$ cat src/rtl/sled_pkg.sv
package sled_pkg;
    typedef enum logic [1:0] {
        ST_INIT = 2'd0,
        ST_IDLE = 2'd1,
        ST_PLAY = 2'd2,
        ST_DONE = 2'd3
    } play_st_e;
endpackage

$ cat src/rtl/sled_play_fsm.sv
module sled_play_fsm
    import sled_pkg::*;
(
    input  logic     clk,
    input  logic     rst_n,
    input  logic     busy_i,
    input  logic     stop_i,
    output play_st_e state_o
);
    play_st_e state_q, state_d;

    always_ff @(posedge clk or negedge rst_n) begin
        if (!rst_n) state_q <= ST_INIT;
        else        state_q <= state_d;
    end

    always_comb begin
        state_d = state_q;
        unique case (state_q)
            ST_INIT: if (busy_i) state_d = ST_PLAY;
            ST_IDLE: if (busy_i) state_d = ST_PLAY;
            ST_PLAY: if (!busy_i) state_d = stop_i ? ST_DONE : ST_IDLE;
            ST_DONE: if (busy_i) state_d = ST_PLAY;
        endcase
    end

    assign state_o = state_q;

    // an end of playback with stop raised lands in DONE
    a_r4_stop_to_done: assert property (@(posedge clk) disable iff (!rst_n)
        (state_q == ST_PLAY && !busy_i && stop_i) |=> (state_q == ST_DONE));
    // the initial state is left only through busy
    a_r1_init_held: assert property (@(posedge clk) disable iff (!rst_n)
        (state_q == ST_INIT && !busy_i) |=> (state_q == ST_INIT));
endmodule

$ cat src/rtl/sled_blink_gen.sv
module sled_blink_gen #(
    parameter int FAST_TICKS = 4,
    parameter int SLOW_TICKS = 16
) (
    input  logic clk,
    input  logic rst_n,
    input  logic run_i,
    input  logic tick_i,
    input  logic slow_i,
    output logic phase_o
);
    localparam int MAXT = (SLOW_TICKS > FAST_TICKS) ? SLOW_TICKS : FAST_TICKS;
    localparam int CW   = (MAXT > 1) ? $clog2(MAXT) : 1;
    localparam logic [CW-1:0] FAST_LIM = CW'(FAST_TICKS - 1);
    localparam logic [CW-1:0] SLOW_LIM = CW'(SLOW_TICKS - 1);

    logic [CW-1:0] cnt_q;
    logic [CW-1:0] lim;
    logic          phase_q;

    assign lim = slow_i ? SLOW_LIM : FAST_LIM;

    always_ff @(posedge clk or negedge rst_n) begin
        if (!rst_n) begin
            cnt_q   <= '0;
            phase_q <= 1'b0;
        end else if (!run_i) begin
            cnt_q   <= '0;
            phase_q <= 1'b0;
        end else if (tick_i) begin
            if (cnt_q == lim) begin
                cnt_q   <= '0;
                phase_q <= ~phase_q;
            end else begin
                cnt_q <= cnt_q + 1'b1;
            end
        end
    end

    assign phase_o = phase_q;

    // phase is cleared outside playback
    a_r7_clear_idle: assert property (@(posedge clk) disable iff (!rst_n)
        !run_i |=> !phase_o);
    // phase moves only on a tick
    a_r7_tick_only: assert property (@(posedge clk) disable iff (!rst_n)
        (run_i && !tick_i) |=> $stable(phase_o));
endmodule

$ cat src/rtl/sled_level_det.sv
module sled_level_det #(
    parameter int MAG_W = 8
) (
    input  logic             clk,
    input  logic             rst_n,
    input  logic [MAG_W-1:0] mag_i,
    input  logic             hi_sel_i,
    output logic             over_o
);
    localparam int FULL = (1 << MAG_W) - 1;
    localparam logic [MAG_W-1:0] THR_LO = MAG_W'((7 * FULL) / 10);
    localparam logic [MAG_W-1:0] THR_HI = MAG_W'((9 * FULL) / 10);

    logic over_q;

    always_ff @(posedge clk or negedge rst_n) begin
        if (!rst_n) over_q <= 1'b0;
        else        over_q <= mag_i > (hi_sel_i ? THR_HI : THR_LO);
    end

    assign over_o = over_q;

    // silence never lights, full scale always lights
    a_r8_zero_dark: assert property (@(posedge clk) disable iff (!rst_n)
        (mag_i == '0) |=> !over_o);
    a_r8_full_lit: assert property (@(posedge clk) disable iff (!rst_n)
        (mag_i == '1) |=> over_o);
endmodule

$ cat src/rtl/status_led_port.sv
module status_led_port
    import sled_pkg::*;
#(
    parameter int MAG_W      = 8,
    parameter int FAST_TICKS = 4,
    parameter int SLOW_TICKS = 16
) (
    input  logic             clk,
    input  logic             rst_n,
    input  logic             busy_i,
    input  logic             stop_i,
    input  logic             tick_i,
    input  logic [MAG_W-1:0] mag_i,
    input  logic             led_sel_i,
    input  logic [1:0]       opt_i,
    input  logic             variant_i,
    input  logic             init_lvl_i,
    output logic             pin_o
);
    play_st_e state;
    logic     in_play;
    logic     phase;
    logic     over;
    logic     pin;

    sled_play_fsm u_fsm (
        .clk     (clk),
        .rst_n   (rst_n),
        .busy_i  (busy_i),
        .stop_i  (stop_i),
        .state_o (state)
    );

    assign in_play = (state == ST_PLAY);

    sled_blink_gen #(.FAST_TICKS(FAST_TICKS), .SLOW_TICKS(SLOW_TICKS)) u_blink (
        .clk     (clk),
        .rst_n   (rst_n),
        .run_i   (in_play),
        .tick_i  (tick_i),
        .slow_i  (opt_i[0]),
        .phase_o (phase)
    );

    sled_level_det #(.MAG_W(MAG_W)) u_level (
        .clk      (clk),
        .rst_n    (rst_n),
        .mag_i    (mag_i),
        .hi_sel_i (variant_i),
        .over_o   (over)
    );

    always_comb begin
        pin = init_lvl_i;
        if (state != ST_INIT) begin
            unique case ({led_sel_i, opt_i})
                3'b000: pin = in_play;
                3'b001: pin = 1'b0;
                3'b010: pin = variant_i ? !in_play : (state == ST_DONE);
                3'b011: pin = 1'b1;
                3'b100,
                3'b101: pin = in_play ? (variant_i ? phase : !phase) : 1'b1;
                3'b110: pin = in_play ? over : 1'b1;
                3'b111: pin = variant_i;
            endcase
        end
    end

    assign pin_o = pin;

    // low-constant status option
    a_r3_const_low: assert property (@(posedge clk) disable iff (!rst_n)
        (!led_sel_i && opt_i == 2'd1 && state != ST_INIT) |-> !pin_o);
    // high-constant status option
    a_r6_const_high: assert property (@(posedge clk) disable iff (!rst_n)
        (!led_sel_i && opt_i == 2'd3 && state != ST_INIT) |-> pin_o);
    // LED on/off follows the variant
    a_r9_led_fixed: assert property (@(posedge clk) disable iff (!rst_n)
        (led_sel_i && opt_i == 2'd3 && state != ST_INIT) |-> (pin_o == variant_i));
    // busy-high status rises once playback is seen
    a_r2_busy_high: assert property (@(posedge clk) disable iff (!rst_n)
        (!led_sel_i && opt_i == 2'd0 && busy_i) |=> pin_o);
endmodule

$ cat config.mk
export PLATFORM = sky130hd
export DESIGN_NAME = status_led_port
export DESIGN_NICKNAME = d
export VERILOG_FILES = /design/src/rtl/sled_pkg.sv /design/src/rtl/sled_play_fsm.sv /design/src/rtl/sled_blink_gen.sv /design/src/rtl/sled_level_det.sv /design/src/rtl/status_led_port.sv
export SDC_FILE = /design/constraint.sdc
export NUM_CORES = 1
export LEC_CHECK = 0
export CAP_MARGIN = 5
export CORE_MARGIN = 1.5
export CORE_UTILIZATION = 40
export CTS_CLUSTER_DIAMETER = 60
export DETAILED_ROUTE_END_ITERATION = 6
export PLACE_DENSITY_LB_ADDON = 0.3
export SYNTH_ARGS = -nofsm -noshare
export SYNTH_HDL_FRONTEND = slang
export SYNTH_HIERARCHICAL = 1
export SYNTH_SLANG_ARGS = --single-unit
$ cat constraint.sdc
create_clock -name clk -period 1.28 [get_ports clk]
set_input_delay 0.256 -clock clk [delete_from_list [all_inputs] [get_ports clk]]
set_output_delay 0.256 -clock clk [all_outputs]
set_load 0.01 [all_outputs]
# Word-level counts from Yosys, hierarchy flattened
# Index checks and enable logic that the tools add are counted.
# word_totals
mem_bits_ro	0
ram_bits	0
input_bits	18
regBits	8
latchBits	0
mem_count	0
# classes
n_shift	0
div_mod_pow	0
n_mux	18
n_reduce_logical	9
n_mul	0
n_bitwise	1
n_lt_le_gt_ge	1
n_eq_ne	15
add_sub_neg	1
# op_table
op	count
$mux 4	4
$eq 3x3->1 const B	4
$gt 8x8->1	1
$mux 1	8
$mux 7	1
$pmux 1 s7	1
$eq 3x2->1 const B	2
$mux 2	3
$add 4x1->4 const B	1
$eq 2x2->1 const B	2
$eq 4x4->1	1
$ne 2x1->1 const B	2
$ne 2x2->1 const B	2
$pmux 2 s2	1
$reduce_and 2->1	2
$eq 3x1->1 const B	1
$logic_not 3->1	1
$reduce_or 3->1	1
$eq 2x1->1 const B	1
$logic_not 1->1	2
$logic_not 2->1	1
$reduce_bool 2->1	1
$reduce_or 2->1	1
$not 1->1	1

# Longest topological paths before layout
# logic_depth
depth_word	5
ltp_mapped	5

# Cells and area by module
# The synthesis kept the hierarchy.
# by_module_without_submodules
mod	seq_area_each_um2	instances	cells_per_inst	area_each_um2
sled_blink_gen	125.1	1	30	291.5
sled_level_det	25.0	1	16	147.6
status_led_port	0.0	1	18	102.6
sled_play_fsm	50.0	1	6	68.8

# Least setup slack after synthesis
# Ideal clock, no wire load.
# synth_timing
path_kind	register to output
start	register u_fsm.state_q[1] (netlist: u_fsm/state_o[1])
end	output port pin_o
path_stages_with_launch	5
arrival_time_ps	953
path_slack_ps	71
cell_sequence	dfrtp_1 -> nor2b_4 -> nand2_1 -> a31o_1 -> nand3_1
# synth_via
elab_chain_cells	5
# synth_rtl
element	line	text
from (decl)	sled_play_fsm.sv:10	play_st_e state_q, state_d;
from (signal assigned)	sled_play_fsm.sv:14	else state_q <= state_d;
$eq 2x2->1 *	status_led_port.sv:34	assign in_play = (state == ST_PLAY);
named net in_play	status_led_port.sv:21	logic in_play;
$logic_not 1->1	-	
$mux 1	status_led_port.sv:59	3'b010: pin = variant_i ? !in_play : (state == ST_DONE);
$pmux 1 s7 *	status_led_port.sv:56	unique case ({led_sel_i, opt_i})
$mux 1 *	status_led_port.sv:55	if (state != ST_INIT) begin
to (decl)	status_led_port.sv:18	output logic pin_o
# Mark *: on every way through the listed nets, which the timed path passes. The rest lies on a longest branch.

# Worst setup path in the final report
# Ends and elaborated chain as after synthesis.

==> out/metrics.csv <==
stage,metric,value,unit
sta,worst setup margin,-0.257,ns
setup_path,R2R Setup Slk,0.07,ns
synth,YS warnings,6,
setup_path,Crit Path Max Fanout,5,
global_routing,number of global-route vias before repair,599,
synth,number of synthesized flops with an enable pin,0,
die,Core Area,1370,µm²
sta,worst-margin pin slew,0.356,ns
setup_path,CP endpoint kind,output port,
power,VDD IR max,0.000430,V
detailed_routing,vias,635,
setup_path,crit path launch type,flip-flop,
detailed_routing,met2 WL,732,µm
die,DIE AREA,1770,µm²
synth,synth cell count leaders,"dfrtp_1 (8), nand2_1 (7), ha_1 (6), nor2_1 (6), nand3_1 (4)",
detailed_routing,antenna-violating nets left,0,
global_routing,first-pass GRT wire length,2350,µm
power,leakage,0.420,nW
synth,Syn Area/Cell,8.72,µm²
sta,relative slew slack,76.2,%
synth,Synth area leader,dfrtp_1,
sta,final hold slack,0.285,ns
die,Die Wd,42.1,µm
clock_tree,cts hold-fix bufs,0,
detailed_routing,DR top layer,met4,
synth,Post-Syn Nets,94,
die,Starting Density,44.7,%
detailed_routing,Via density,5.43,
setup_path,worst endpoint required time,1.02,ns
run,Max Cap Viol,0,
synth,share of synthesized registers carrying an async set or reset,100,%
sta,final slew viol count,0,
detailed_routing,DRT Pass-1 Iters,4,
sta,min Tclk post-route,1.54,ns
synth,Mapped Area,611,µm²
detailed_routing,Total Wirelength,1360,µm
setup_path,CP Cell Sequence,"nor2b_4, a21oi_1, o211ai_1, nand3_1, buf_2",
hold_path,Hold Crit Class,primary input to async pin,
global_routing,Total GRT Usage,16.6,%
die,Rows,13,
place,dpl ws,-0.797,ns
final_layout,Ant. Diodes,0,
synth,"top cells by area, synth","dfrtp_1 (33%), ha_1 (12%), nand2_1 (4.3%)",
detailed_routing,met3 WL post-DR,39,µm
sta,final setup fails,1,
sta,TNS Setup,-0.257,ns
sta,Layout Skew,0.00427,ns
final_layout,Final Util,70.1,%
final_layout,share of cells above drive strength 1,26.5,%
clock_tree,clock latency on the worst-skew pair,0.24,ns
clock_tree,clock transition at the registers of the reported paths,0.05,ns
place,HPWL Detailed,1090,µm
die,io pins,19,
synth,"flops & latches, synth",8,
detailed_routing,Iter 0 DRT Violations,2,
setup_path,arrival time of the worst setup path,1.28,ns
clock_tree,root buf cell,clkbuf_4,
run_status,failing checks,negative setup slack,
synth,most common cell in the netlist,dfrtp_1,
clock_tree,CTS tree,yes,
final_layout,nets@finish,128,
sta,final-report hold violation count,0,
setup_path,slowest CP cell,dfrtp_2,
power,pwr dens,724,nW/µm²
clock_tree,CTS Buffer Depth,2,
setup_path,"Largest delay share family, worst path",flip-flops,
synth,Yosys top cell area share,32.8,%
setup_path,CP Buf/Inv Count,1,
sta,RSZ-0062 raised after global routing,yes,
clock_tree,total clock sinks,8,
global_routing,largest net degree at the start of global routing,9,
sta,final period utilization,120,%
place,I/O Buffers,18,
place,routability cong.,0.756,
setup_path,Worst Setup Path Type,flip-flop to output port,
synth,"Seq/Total Area, Yosys",32.8,%
detailed_routing,wire length per cell,11.7,µm
synth,Synth Flop Type,dfrtp_1,
sta,fmax,651,MHz
global_routing,antenna violations before repair,0,
die,Die Ht,42.1,µm
setup_path,CP max stage delay,0.41,ns
clock_tree,H-tree levels,1,
final_layout,Area growth syn-to-layout,56.8,%
synth,Synth Instances,70,
detailed_routing,M1 wire length,587,µm
detailed_routing,DRC Markers,0,
synth,Unique masters post-synth,31,
clock_tree,Num CTS Buffers,3,
run_status,status,"complete, but fails checks",
global_routing,Congestion Overflow GR,0,
==> layout make-up <==
cell class / count / area [µm²]
sequential: 8 / 203
timing repair buffer: 29 / 259
tap: 15 / 18.8
multi-input combinational: 59 / 443
inverter: 3 / 11.3
clock buffer: 3 / 22.5
fill: 116 / 409
==> worst register-to-register path, stage by stage (launching register included) <==
cell and delay, ns:
dfrtp_1 0.44, or3_4 0.36, a21oi_4 0.14, mux2i_1 0.19
==> report_power, final <==
| group | internal, mW | total [mW] | switching [mW] |
|---|---|---|---|
| registers | 0.269 | 0.284 | 0.0151 |
| logic | 0.133 | 0.225 | 0.0927 |
| clock network | 0.107 | 0.184 | 0.0775 |
| total | 0.508 | 0.693 | 0.185 |
==> repair_timing <==
item | in CTS | in global routing
endpoints found under the hold margin | 0 | 0
resized for setup | 9 | 11
setup buffers | 0 | 1
setup endpoints to repair | 4 | 5
pin swaps | 0 | 3
==> registers in the layout, summed over array words and instances (netlist names) <==
| name | cells |
|---|---|
| u_blink/cnt_q | 4 |
| u_blink/phase_o | 1 |
| u_fsm/state_o | 2 |
| u_level/over_o | 1 |
==> layout by cell type, fill, tap and decap left out, drive strengths merged, types with 4 or more instances in the layout <==
master	netlist	routed
clkdlybuf4s50	0	13
buf	0	12
nand2	8	8
dfrtp	8	8
nor2	6	6
ha	6	6
nand3	4	4
a21oi	4	4
o21ai	4	4
==> cells by family after synthesis <==
logic type,after synthesis,share of synthesized area [%]
adders and majority gates,6,12.3
muxes,2,3.28
and+or+nand+nor,32,28.9
xor gates and xnor gates,2,2.87
DFF,8,32.8
AOI/OAI and AO/OA,17,18.0
buffers and inverters,3,1.84
==> through the flow <==
stage               power [mW]  cells  area [µm²]
global route             0.745    117         957
finish                   0.693    117         957
detailed placement       0.504    113         885
global placement         0.497    113         885
floorplan                0.376     70         611
CTS                      0.682    116         901
==> path summary, 6_finish.rpt <==
check	cells after the start	start	to
hold / removal	1	rst_n	u_blink/phase_o
setup reg to reg	3	u_blink/cnt_q[3]	u_blink/phase_o
setup / recovery	5	u_fsm/state_o[1]	pin_o
min in group clk	3	mag_i[7]	u_level/over_o
hold reg to reg	2	u_blink/cnt_q[1]	u_blink/cnt_q[1]
max in group asynchronous	1	rst_n	u_fsm/state_o[1]
==> per-layer routing <==
metal | vias up | track usage [%]
li1 | 322 | -
met1 | 301 | 21.7
met2 | 10 | 27.5
met3 | 2 | 2.59
met4 | 0 | 6.25
met5 | - | 0
No activity file was read; power rests on OpenSTA's default activity.
